===== src/rtl/dvfs_sequencer.sv =====
module dvfs_sequencer #(
  parameter int FW = 4,
  parameter int VW = 5,
  parameter int TW = 16
) (
  input  logic          clk,
  input  logic          rst_n,
  input  logic          req_valid,
  input  logic [FW-1:0] req_freq,
  input  logic [TW-1:0] wait_limit,
  input  logic          supply_ok,
  input  logic          clock_locked,
  output logic [FW-1:0] freq_code,
  output logic [VW-1:0] volt_code,
  output logic          busy,
  output logic          fault
);
  localparam int FMAX = (1 << FW) - 1;
  localparam int VMAX = (1 << VW) - 1;

  function automatic logic [VW-1:0] vmin(input logic [FW-1:0] f);
    int p;
    p = (int'(f) * VMAX + FMAX - 1) / FMAX;
    return VW'(p);
  endfunction

  typedef enum logic [1:0] {S_IDLE, S_RAISE, S_LOWER, S_FAULT} st_t;

  st_t           state;
  logic          pend_v;
  logic [FW-1:0] pend_f;
  logic [FW-1:0] tgt_f;
  logic [TW-1:0] wcnt;
  logic          expired;

  assign expired = ({1'b0, wcnt} + 1'b1) >= {1'b0, wait_limit};
  assign busy    = pend_v | (state == S_RAISE) | (state == S_LOWER);
  assign fault   = (state == S_FAULT);

  always_ff @(posedge clk) begin
    if (!rst_n) begin
      state     <= S_IDLE;
      pend_v    <= 1'b0;
      pend_f    <= '0;
      tgt_f     <= '0;
      wcnt      <= '0;
      freq_code <= '0;
      volt_code <= vmin('0);
    end else begin
      case (state)
        S_IDLE: if (pend_v) begin
          pend_v <= 1'b0;
          tgt_f  <= pend_f;
          wcnt   <= '0;
          if (pend_f > freq_code) begin
            volt_code <= vmin(pend_f);
            state     <= S_RAISE;
          end else if (pend_f < freq_code) begin
            freq_code <= pend_f;
            state     <= S_LOWER;
          end
        end
        S_RAISE: begin
          if (supply_ok) begin
            freq_code <= tgt_f;
            state     <= S_IDLE;
          end else if (expired) begin
            volt_code <= VW'(VMAX);
            state     <= S_FAULT;
          end else wcnt <= wcnt + 1'b1;
        end
        S_LOWER: begin
          if (clock_locked) begin
            volt_code <= vmin(tgt_f);
            state     <= S_IDLE;
          end else if (expired) begin
            volt_code <= VW'(VMAX);
            state     <= S_FAULT;
          end else wcnt <= wcnt + 1'b1;
        end
        default: ;
      endcase
      if (req_valid && state != S_FAULT) begin
        pend_v <= 1'b1;
        pend_f <= req_freq;
      end
    end
  end

  assert_supply_floor_R4: assert property (@(posedge clk) disable iff (!rst_n)
    volt_code >= vmin(freq_code));

  assert_no_joint_step_R5: assert property (@(posedge clk) disable iff (!rst_n)
    !((freq_code != $past(freq_code)) && (volt_code != $past(volt_code))));

  assert_up_after_settle_R3: assert property (@(posedge clk) disable iff (!rst_n)
    (freq_code > $past(freq_code)) |-> $past(supply_ok));

  assert_fault_safe_R10: assert property (@(posedge clk) disable iff (!rst_n)
    fault |-> (volt_code == VW'(VMAX)));

  assert_fault_sticky_R11: assert property (@(posedge clk) disable iff (!rst_n)
    fault |=> (fault && $stable(freq_code) && $stable(volt_code)));
endmodule


===== config.mk =====
export PLATFORM = sky130hd
export DESIGN_NAME = dvfs_sequencer
export DESIGN_NICKNAME = d
export VERILOG_FILES = /design/src/rtl/dvfs_sequencer.sv
export SDC_FILE = /design/constraint.sdc
export NUM_CORES = 1
export LEC_CHECK = 0
export ABC_CLOCK_PERIOD_IN_PS = 9250
export BUFFER_PORTS_ARGS = -buffer_cell sky130_fd_sc_hd__buf_2
export CAP_MARGIN = 20
export CORE_UTILIZATION = 45
export DETAILED_ROUTE_END_ITERATION = 12
export PLACE_DENSITY_LB_ADDON = 0.1
export SKIP_LAST_GASP = 1
export SLEW_MARGIN = 20
export SYNTH_ARGS = -nofsm -noshare
export SYNTH_HDL_FRONTEND = slang
export SYNTH_SLANG_ARGS = --single-unit

===== constraint.sdc =====
create_clock -name clk -period 9.25 [get_ports clk]
set_input_delay 0.4625 -clock clk [delete_from_list [all_inputs] [get_ports clk]]
set_output_delay 0.4625 -clock clk [all_outputs]
set_load 0.02 [all_outputs]

* After elaboration in Yosys (flattened, before gate mapping) *
Cells that the tools add are included.
W data, S select, Z words.

word-level totals
  logic and storage cells = 69
  flip-flop bits (word level) = 36
  output and inout bits = 11

cells by class
  eq/ne operators = 12
  multiplexer cells = 25
  add/subtract/negate cells = 6
  magnitude comparators = 3
  div/mod/pow operators = 2
  multipliers = 2
  reductions and logical operators = 10
  bitwise logic cells = 2

operators with widths
  operator                 number
  $div A32 B5 Y32 const B  2
  $mux W16                 4
  $pmux W16 S3             1
  $mux W5                  5
  $sub A10 B1 Y11 const B  2
  $add A9 B4 Y10 const B   2
  $mul A4 B5 Y9 const B    2
  $add A16 B1 Y17 const B  1
  $ge A17 B16 Y1           1
  $add A16 B1 Y16 const B  1
  $mux W4                  4
  $ne A2 B2 Y1 const B     8
  $pmux W5 S3              1
  $mux W2                  6
  $pmux W4 S2              1
  $reduce_and A4 Y1        2
  $pmux W2 S3              1
  $reduce_and A5 Y1        1
  $eq A2 B2 Y1 const B     2
  $gt A4 B4 Y1             1
  $lt A4 B4 Y1             1
  $reduce_bool A2 Y1       2
  $ne A3 B3 Y1 const B     1
  $reduce_and A3 Y1        1
  other kinds (7)          9

* Depth between registers and ports, before layout *
Gate-level depths: netlist of run 1.

  depth in word-level cells = 7
  mapped depth = 31
  gate-level depth less buffers = 31

* Worst setup path before layout of run 1 *
Ideal clock, no wire load.

  path kind = reg-to-reg
  start = register pend_f[2]
  end = register volt_code[0]
  setup time = 0.126 ns
  arrival time = 6.548 ns
  path slack = 2.576 ns
  buffers on the path = 0
  clock period less this slack = 6.674 ns
  required time = 9.124 ns
  cell stages (with the launch flop) = 28
  cell sequence = dfxtp_1 -> inv_1 -> ha_1 -> xnor2_1 -> xnor2_1 -> fa_1 -> inv_1 -> fa_1 -> a211oi_1 -> nor4_1 -> or3_1 -> o221ai_1 -> inv_2 -> ha_1 -> or4_1 -> o211ai_1 -> nand3b_1 -> or4_1 -> o21ai_1 -> o21ai_1 -> o21ai_0 -> inv_1 -> ha_1 -> o31a_1 -> or4_1 -> and3_1 -> nor4_1 -> nor4_1

between the ends
  longest elaborated chain between the ends = 7
  elaborated cells on any way between the ends = 10
  those cells by class = add/sub (2); mul (1); div (1); order compare (1); eq/ne (1); mux (3); reduce/logical (1)

ends and longest elaborated chain
  what                      RTL line  source
  start: declaration        31        logic [FW-1:0] pend_f;
  start signal: assignment  85        pend_f <= req_freq;
  $mul A4 B5 Y9             23        p = (int'(f) * VMAX + FMAX - 1) / FMAX;
  $add A9 B4 Y10            23
  $sub A10 B1 Y11           23
  $div A32 B5 Y32           23
  $mux W5                   55        if (pend_f > freq_code) begin
  $mux W5                   51        S_IDLE: if (pend_v) begin
  $pmux W5 S3               50        case (state)
  end signal: assignment    48        volt_code <= vmin('0);
  end signal: assignment    56        volt_code <= vmin(pend_f);
  end signal: assignment    68        volt_code <= VW'(VMAX);
  end: declaration          14        output logic [VW-1:0] volt_code,

Parallel ways exist; a longest one is shown, timed or not. The select of a mux whose other input is x is not followed.
A chain may end at the register's enable or synchronous reset.

* Final worst setup path of run 1 *
Same ends and word-level chain as after synthesis.

==> results_tabular.tex, run 1 <==
\begin{tabular}{lr}
\hline
Metric & Value \\
\hline
\multicolumn{2}{l}{\textbf{Yosys}} \\
Number of distinct library cells after synthesis & 96 \\
EDFF count, synth & 0 \\
Most instantiated flip-flop cell in the synthesis netlist & sky130\_fd\_sc\_hd\_\_dfxtp\_1 \\
Mean area per synthesized cell & 7.64 um\^{}2 \\
Post-synthesis simple-gate area fraction & 26.4\% \\
Ranking of synthesized cells by area & sky130\_fd\_sc\_hd\_\_ha\_1, sky130\_fd\_sc\_hd\_\_dfxtp\_1, sky130\_fd\_sc\_hd\_\_nand2\_1 \\
Synthesized-area fraction occupied by ao, oa, aoi and oai cells & 28.3\% \\
Number of standard cells after synthesis & 752 \\
Number of synthesized register bits & 36 \\
Sequential share of the synthesized area & 12.5\% \\
Net count after synthesis & 858 \\
Post-synthesis instance area & 5740 um\^{}2 \\
XOR/XNOR share of the synthesized area & 5.55\% \\
Share of Yosys cell area claimed by the top area cell type & 15.5\% \\
Dominant combinational cell family by area after synthesis & compound AO/OA/AOI/OAI gates \\
Multiplexer area fraction after synthesis & 2.77\% \\
Adder and majority cell fraction of the synthesized area & 19.0\% \\
Synthesis warning total & 0 \\
Yosys top cell by area & sky130\_fd\_sc\_hd\_\_ha\_1 \\
Async S/R FF share, synth & 0\% \\
\multicolumn{2}{l}{\textbf{Floorplan}} \\
Die span in y & 115 um \\
Width of the chip & 115 um \\
Die ar. & 13200 um\^{}2 \\
Initial cell density of the core & 47.0\% \\
I/O pins & 36 \\
Core box area & 12200 um\^{}2 \\
Number of standard-cell rows in the floorplan & 40 \\
\multicolumn{2}{l}{\textbf{Setup path}} \\
CP endpoint kind & register \\
Endpoint of the worst-slack reg-to-reg timing path & volt\_code[0]\$\_SDFFE\_PN0P\_ \\
FF-to-FF Start & pend\_f[2]\$\_SDFFE\_PN0P\_ \\
Reg2reg setup slack & 1150 ps \\
Worst setup path class & reg -> reg \\
Kind of launch point of the worst setup path & register \\
Count of cells along the worst register-to-register path & 26 \\
Worst Path Max Fanout & 11 \\
Required time of the worst setup path & 9410 ps \\
Signal arrival time at the worst endpoint & 8260 ps \\
\multicolumn{2}{l}{\textbf{GRT}} \\
GRT met1 Usage & 30.2\% \\
Largest net degree at the start of global routing & 37 \\
Via count of the first global-routing pass & 5363 \\
Most used routing layer & met2 \\
Met3 Use GR & 2.27\% \\
Number of antenna violations at the first check in global routing & 0 \\
Wire length of the first global-routing pass & 25.1 mm \\
Total congestion overflow after global routing & 0 \\
Total global-route track usage & 22.9\% \\
Met2 routing resource usage after global routing & 40.2\% \\
\multicolumn{2}{l}{\textbf{STA}} \\
Slew Limit Fails & 0 \\
Remaining max-slew budget at the tightest pin & 44.4\% \\
Final hold viol count & 0 \\
Final worst path period share & 87.6\% \\
Actual transition at the worst max-transition pin & 830 ps \\
Final TNS setup & 0 ps \\
Unrepaired setup endpoints after global routing & false \\
Max Clk Rate & 123 MHz \\
Shortest period the worst path allows & 8100 ps \\
Hold slack final & 433 ps \\
Final setup vio count & 0 \\
Clock skew after layout & 7.15 ps \\
\multicolumn{2}{l}{\textbf{Final layout}} \\
NumNets Final & 876 \\
Fraction of layout instances using a drive strength above 1 & 11.8\% \\
N\_diodes & 0 \\
Total of fill cells in the finished design & 1235 \\
Footprint of the flip-flops and latches & 721 um\^{}2 \\
Area growth syn-to-layout & 7.91\% \\
Top library cells by usage in the layout, fill and taps aside & sky130\_fd\_sc\_hd\_\_nand2\_1, sky130\_fd\_sc\_hd\_\_ha\_1, sky130\_fd\_sc\_hd\_\_inv\_1 \\
Area of combinational cells with multiple inputs & 4710 um\^{}2 \\
\multicolumn{2}{l}{\textbf{Clocking}} \\
Number of buffers created by CTS & 5 \\
Buffers from clock root to sink, at most & 2 \\
Sinks on Clock Net & 36 \\
Clock slew at reported path FFs & 60 ps \\
Clock tree from TritonCTS & done \\
Worst skew pair latency & 280 ps \\
H-tree depth & 2 \\
\# resized after CTS & 0 \\
CTS Root Buffer Type & sky130\_fd\_sc\_hd\_\_clkbuf\_16 \\
Post CTS Setup Buffer Count & 0 \\
Hold-fix buffers, CTS & 0 \\
\multicolumn{2}{l}{\textbf{Pwr}} \\
Leak Pwr & 2.70 nW \\
Maximum vdd drop & 0.128 mV \\
Cell area power density & 204 nW/um\^{}2 \\
\multicolumn{2}{l}{\textbf{Routing}} \\
1st-iter DRT viols & 531 \\
Detailed Routing Iterations Pass 1 & 5 \\
Vias per Instance & 5.96 \\
DRC Markers & 0 \\
DRT Wirelength & 14.2 mm \\
Average wire length per cell after detail routing & 15.1 um \\
Number of nets with antenna violations after routing & 0 \\
Via count & 5598 \\
\multicolumn{2}{l}{\textbf{Status}} \\
Status & completed \\
\multicolumn{2}{l}{\textbf{Place}} \\
Global placer's final weighted congestion & 0.913 \\
Final HPWL DP & 11.2 mm \\
Input/output buffers & 35 \\
\multicolumn{2}{l}{\textbf{Min path}} \\
Tightest Hold Check Type & in -> reg \\
Hold wc startpoint & req\_freq[2] \\
Hold Crit Depth & 3 \\
Worst hold path endpoint & pend\_f[2]\$\_SDFFE\_PN0P\_ \\
\multicolumn{2}{l}{\textbf{Flow run}} \\
Max-cap violation count & 0 \\
\hline
\end{tabular}
[cell type report]
type                    count  area share, %
clock buffers               5           2.02
clock inverters             3          0.686
inverters                  56           3.39
multi-input cells         636           76.1
flip-flops and latches     36           11.6
well taps                 168           3.39
repair buffers             35           2.83
[logic make-up after synthesis]
group | Yosys count
fa+ha+maj | 81
buf+inv | 80
mux | 13
xor+xnor | 34
simple gates | 285
flops | 36
compound gates | 223
[synth_stat cells (all sizes together) (10+ instances only)]
library cell,number
nand2b,11
dfxtp,36
fa,10
nand3,46
a211oi,11
xnor2,20
clkbuf,19
nor3,17
nor2,49
a21o,13
xor2,13
nand2,70
a21oi,42
and3,13
a21boi,26
nor2b,17
o21ai,47
o211ai,19
ha,71
inv,56
nand4,13
[critical path: stages (launching register included)]
cell,delay (ps)
sky130_fd_sc_hd__dfxtp_1,650
sky130_fd_sc_hd__inv_1,290
sky130_fd_sc_hd__ha_1,410
sky130_fd_sc_hd__xnor2_1,150
sky130_fd_sc_hd__xnor2_1,170
sky130_fd_sc_hd__fa_1,510
sky130_fd_sc_hd__inv_1,60
sky130_fd_sc_hd__fa_1,470
sky130_fd_sc_hd__a211oi_1,430
sky130_fd_sc_hd__o21ai_0,160
sky130_fd_sc_hd__a21oi_1,220
sky130_fd_sc_hd__o221ai_1,310
sky130_fd_sc_hd__inv_2,230
sky130_fd_sc_hd__ha_1,280
sky130_fd_sc_hd__and2_1,150
sky130_fd_sc_hd__mux2i_1,70
sky130_fd_sc_hd__o22a_1,200
sky130_fd_sc_hd__o211ai_1,640
sky130_fd_sc_hd__nand3_1,250
sky130_fd_sc_hd__o21ai_1,540
sky130_fd_sc_hd__xor2_1,260
sky130_fd_sc_hd__and3_1,260
sky130_fd_sc_hd__o31a_1,280
sky130_fd_sc_hd__or4_1,390
sky130_fd_sc_hd__and3_1,180
sky130_fd_sc_hd__nor4_1,300
sky130_fd_sc_hd__nor4_1,100
[flip-flops by register name, summed over array words and instances (netlist names)]
| signal | count |
|---|---|
| volt_code | 5 |
| tgt_f | 4 |
| freq_code | 4 |
| pend_v | 1 |
| wcnt | 16 |
| pend_f | 4 |
| state | 2 |
[stage by stage]
stage	total power, mW	std cells	utilization [%]	cell area (um^2)	setup slack, ps
finish	1.27	939	50.8	6200	1150
global route	1.38	939	50.8	6200	512
CTS	1.26	939	50.7	6200	1310
detailed placement	1.06	931	49.4	6030	1320
global placement	1.05	931	49.3	6020	1400
floorplan	0.883	752	-	5740	2580
[where the power goes]
| group | internal, mW | leakage (nW) | switching (mW) |
|---|---|---|---|
| Combinational | 0.326 | 2.33 | 0.545 |
| Sequential | 0.176 | 0.292 | 0.0244 |
| Clock | 0.127 | 0.0798 | 0.0695 |
[worst max-delay path by stage]
stage / from / endpoint / slack [ps]
2_1_floorplan: pend_f[2]$_SDFFE_PN0P_ / volt_code[0]$_SDFFE_PN0P_ / 2580
3_3_place_gp: pend_f[2]$_SDFFE_PN0P_ / volt_code[0]$_SDFFE_PN0P_ / 1400
3_5_place_dp: pend_f[2]$_SDFFE_PN0P_ / volt_code[0]$_SDFFE_PN0P_ / 1320
4_1_cts: pend_f[2]$_SDFFE_PN0P_ / volt_code[0]$_SDFFE_PN0P_ / 1310
5_1_grt: pend_f[2]$_SDFFE_PN0P_ / volt_code[0]$_SDFFE_PN0P_ / 510
6_report: pend_f[2]$_SDFFE_PN0P_ / volt_code[0]$_SDFFE_PN0P_ / 1150
[metal layers]
metal	part of all wire, %	wire length [um]	up-vias
met5	0	0	-
met4	1.2	168	0
met3	3.5	500	19
met2	48	6770	145
met1	48	6740	2632
li1	-	-	2802
Power figures use the tool's default switching activity.
==> run 2, diff against run 1 <==
--- a/config.mk
+++ b/config.mk
@@ -8,7 +8,7 @@
 export ABC_CLOCK_PERIOD_IN_PS = 9250
 export BUFFER_PORTS_ARGS = -buffer_cell sky130_fd_sc_hd__buf_2
 export CAP_MARGIN = 20
-export CORE_UTILIZATION = 45
+export CORE_UTILIZATION = 40
 export DETAILED_ROUTE_END_ITERATION = 12
 export PLACE_DENSITY_LB_ADDON = 0.1
 export SKIP_LAST_GASP = 1
==> run 2 against run 1 <==
Against the previous run:
- combinational power up 1%
- sequential cell count unchanged
- power is 1.6% lower
- highest routed layer unchanged
- core utilization decreased by 6.4 points
- critical endpoint unchanged
- count of clock-buffer cells in the layout rose by 2
- clock power shrank 16%
- final cell count is 1.3% higher
- via count is 1.4% lower
- setup slack improved by 64 ps
- die area is 12% higher
==> results_tabular.tex, run 2 (synthesized netlist as in run 1, its figures left out) <==
\begin{tabular}{lr}
\hline
Metric & Value \\
\hline
\multicolumn{2}{l}{\textbf{Status}} \\
Status & completed \\
\multicolumn{2}{l}{\textbf{Clocking}} \\
Clock slew at reported path FFs & 60 ps \\
Buffers from clock root to sink, at most & 2 \\
Worst skew pair latency & 280 ps \\
Hold-fix buffers, CTS & 0 \\
Number of buffers created by CTS & 5 \\
\# resized after CTS & 0 \\
Sinks on Clock Net & 36 \\
Clock tree from TritonCTS & done \\
H-tree depth & 2 \\
Post CTS Setup Buffer Count & 0 \\
CTS Root Buffer Type & sky130\_fd\_sc\_hd\_\_clkbuf\_16 \\
\multicolumn{2}{l}{\textbf{Routing}} \\
Average wire length per cell after detail routing & 15.4 um \\
DRT Wirelength & 14.6 mm \\
1st-iter DRT viols & 428 \\
Via count & 5521 \\
Metal1 wirelength & 7.28 mm \\
Detailed Routing Iterations Pass 1 & 5 \\
Highest Signal Layer & met4 \\
Met3 Wirelength & 370 um \\
DRC Markers & 0 \\
Routed wire length on met2 & 6.80 mm \\
Number of nets with antenna violations after routing & 0 \\
Vias per Instance & 5.81 \\
\multicolumn{2}{l}{\textbf{Setup path}} \\
FF-to-FF Start & pend\_f[2]\$\_SDFFE\_PN0P\_ \\
Worst setup path class & reg -> reg \\
Worst Path Max Fanout & 11 \\
Required time of the worst setup path & 9400 ps \\
Count of cells along the worst register-to-register path & 30 \\
Launching element of the worst setup path & pend\_f[2]\$\_SDFFE\_PN0P\_ \\
Critical Path Slowest Stage Cell & sky130\_fd\_sc\_hd\_\_o211ai\_1 \\
Signal arrival time at the worst endpoint & 8180 ps \\
CP endpoint kind & register \\
CP max stage delay & 670 ps \\
Kind of launch point of the worst setup path & register \\
\multicolumn{2}{l}{\textbf{Min path}} \\
Tightest Hold Check Type & in -> reg \\
Hold wc startpoint & req\_freq[1] \\
Hold Crit Depth & 3 \\
\multicolumn{2}{l}{\textbf{GRT}} \\
Total congestion overflow after global routing & 0 \\
Largest net degree at the start of global routing & 37 \\
Number of antenna violations at the first check in global routing & 0 \\
Via count of the first global-routing pass & 5264 \\
Wire length of the first global-routing pass & 25.0 mm \\
Total global-route track usage & 20.3\% \\
\multicolumn{2}{l}{\textbf{STA}} \\
Shortest period the worst path allows & 8040 ps \\
Slew Limit Fails & 0 \\
Remaining max-slew budget at the tightest pin & 39.7\% \\
Final setup vio count & 0 \\
Final worst path period share & 86.9\% \\
Hold slack final & 432 ps \\
Actual transition at the worst max-transition pin & 897 ps \\
Setup slack of the critical path after layout & 1210 ps \\
Final TNS setup & 0 ps \\
Final hold viol count & 0 \\
Clock skew after layout & 9.68 ps \\
Unrepaired setup endpoints after global routing & false \\
Max Clk Rate & 124 MHz \\
\multicolumn{2}{l}{\textbf{Floorplan}} \\
Width of the chip & 122 um \\
Die span in y & 122 um \\
Initial cell density of the core & 41.2\% \\
I/O pins & 36 \\
Core box area & 13900 um\^{}2 \\
Die ar. & 14800 um\^{}2 \\
Number of standard-cell rows in the floorplan & 43 \\
\multicolumn{2}{l}{\textbf{Final layout}} \\
Largest registers & wcnt x16, volt\_code x5 \\
Fraction of layout instances using a drive strength above 1 & 11.5\% \\
N\_diodes & 0 \\
Area growth syn-to-layout & 7.71\% \\
Flip-flop count of the largest register after layout & 16 \\
Final instance area & 6190 um\^{}2 \\
Register with the most flip-flops & wcnt \\
NumNets Final & 876 \\
Top library cells by usage in the layout, fill and taps aside & sky130\_fd\_sc\_hd\_\_nand2\_1, sky130\_fd\_sc\_hd\_\_ha\_1, sky130\_fd\_sc\_hd\_\_inv\_1 \\
\multicolumn{2}{l}{\textbf{Place}} \\
Final HPWL DP & 11.6 mm \\
Input/output buffers & 35 \\
Placement-stage worst setup slack & 1340 ps \\
Global placer's final weighted congestion & 0.908 \\
Area of placed instances & 6040 um\^{}2 \\
\multicolumn{2}{l}{\textbf{Pwr}} \\
Overall power of the completed layout & 1.25 mW \\
Cell area power density & 201 nW/um\^{}2 \\
Maximum vdd drop & 0.0908 mV \\
Leak Pwr & 2.69 nW \\
\multicolumn{2}{l}{\textbf{Flow run}} \\
Max-cap violation count & 0 \\
\hline
\end{tabular}
[run 2: final timing paths]
| kind | endpoint | slack (ps) |
|---|---|---|
| max | volt_code[0]$_SDFFE_PN0P_ | 1210 |
| min | pend_f[1]$_SDFFE_PN0P_ | 430 |
| max reg2reg | volt_code[0]$_SDFFE_PN0P_ | 1210 |
| min reg2reg | volt_code[2]$_SDFFE_PN0P_ | 480 |
[run 2: cell type report]
cell class / count / area [um^2]
clock buffers: 7 / 133
clock inverters: 1 / 8.76
inverters: 56 / 210
multi-input cells: 636 / 4710
fillers: 1409 / 7750
repair buffers: 35 / 175
flip-flops and latches: 36 / 721
well taps: 180 / 225
[run 2: through the flow]
stage / instances / util (%)
after floorplan: 752 / -
after global placement: 943 / 43.3
after detailed placement: 943 / 43.4
after CTS: 951 / 44.4
after global routing: 951 / 44.4
final: 951 / 44.4
[run 2: critical path: cells and delay by family, from the launching register on]
family	cells	cell delay, ps
xor+xnor	4	580
flops	1	650
fa+ha+maj	5	1860
compound gates	11	2940
mux	1	70
simple gates	5	1140
buf+inv	4	670
[run 2: layer usage]
metal  global-route usage, %  vias up
li1                        -     2793
met1                    28.1     2609
met2                    34.3      105
met3                    1.26       14
met4                    4.32        0
met5                       0        -
[run 2: where the power goes]
group,switching (mW),internal [mW]
clock,0.0643,0.100
combinational,0.556,0.327
sequential,0.0228,0.176
total,0.643,0.603
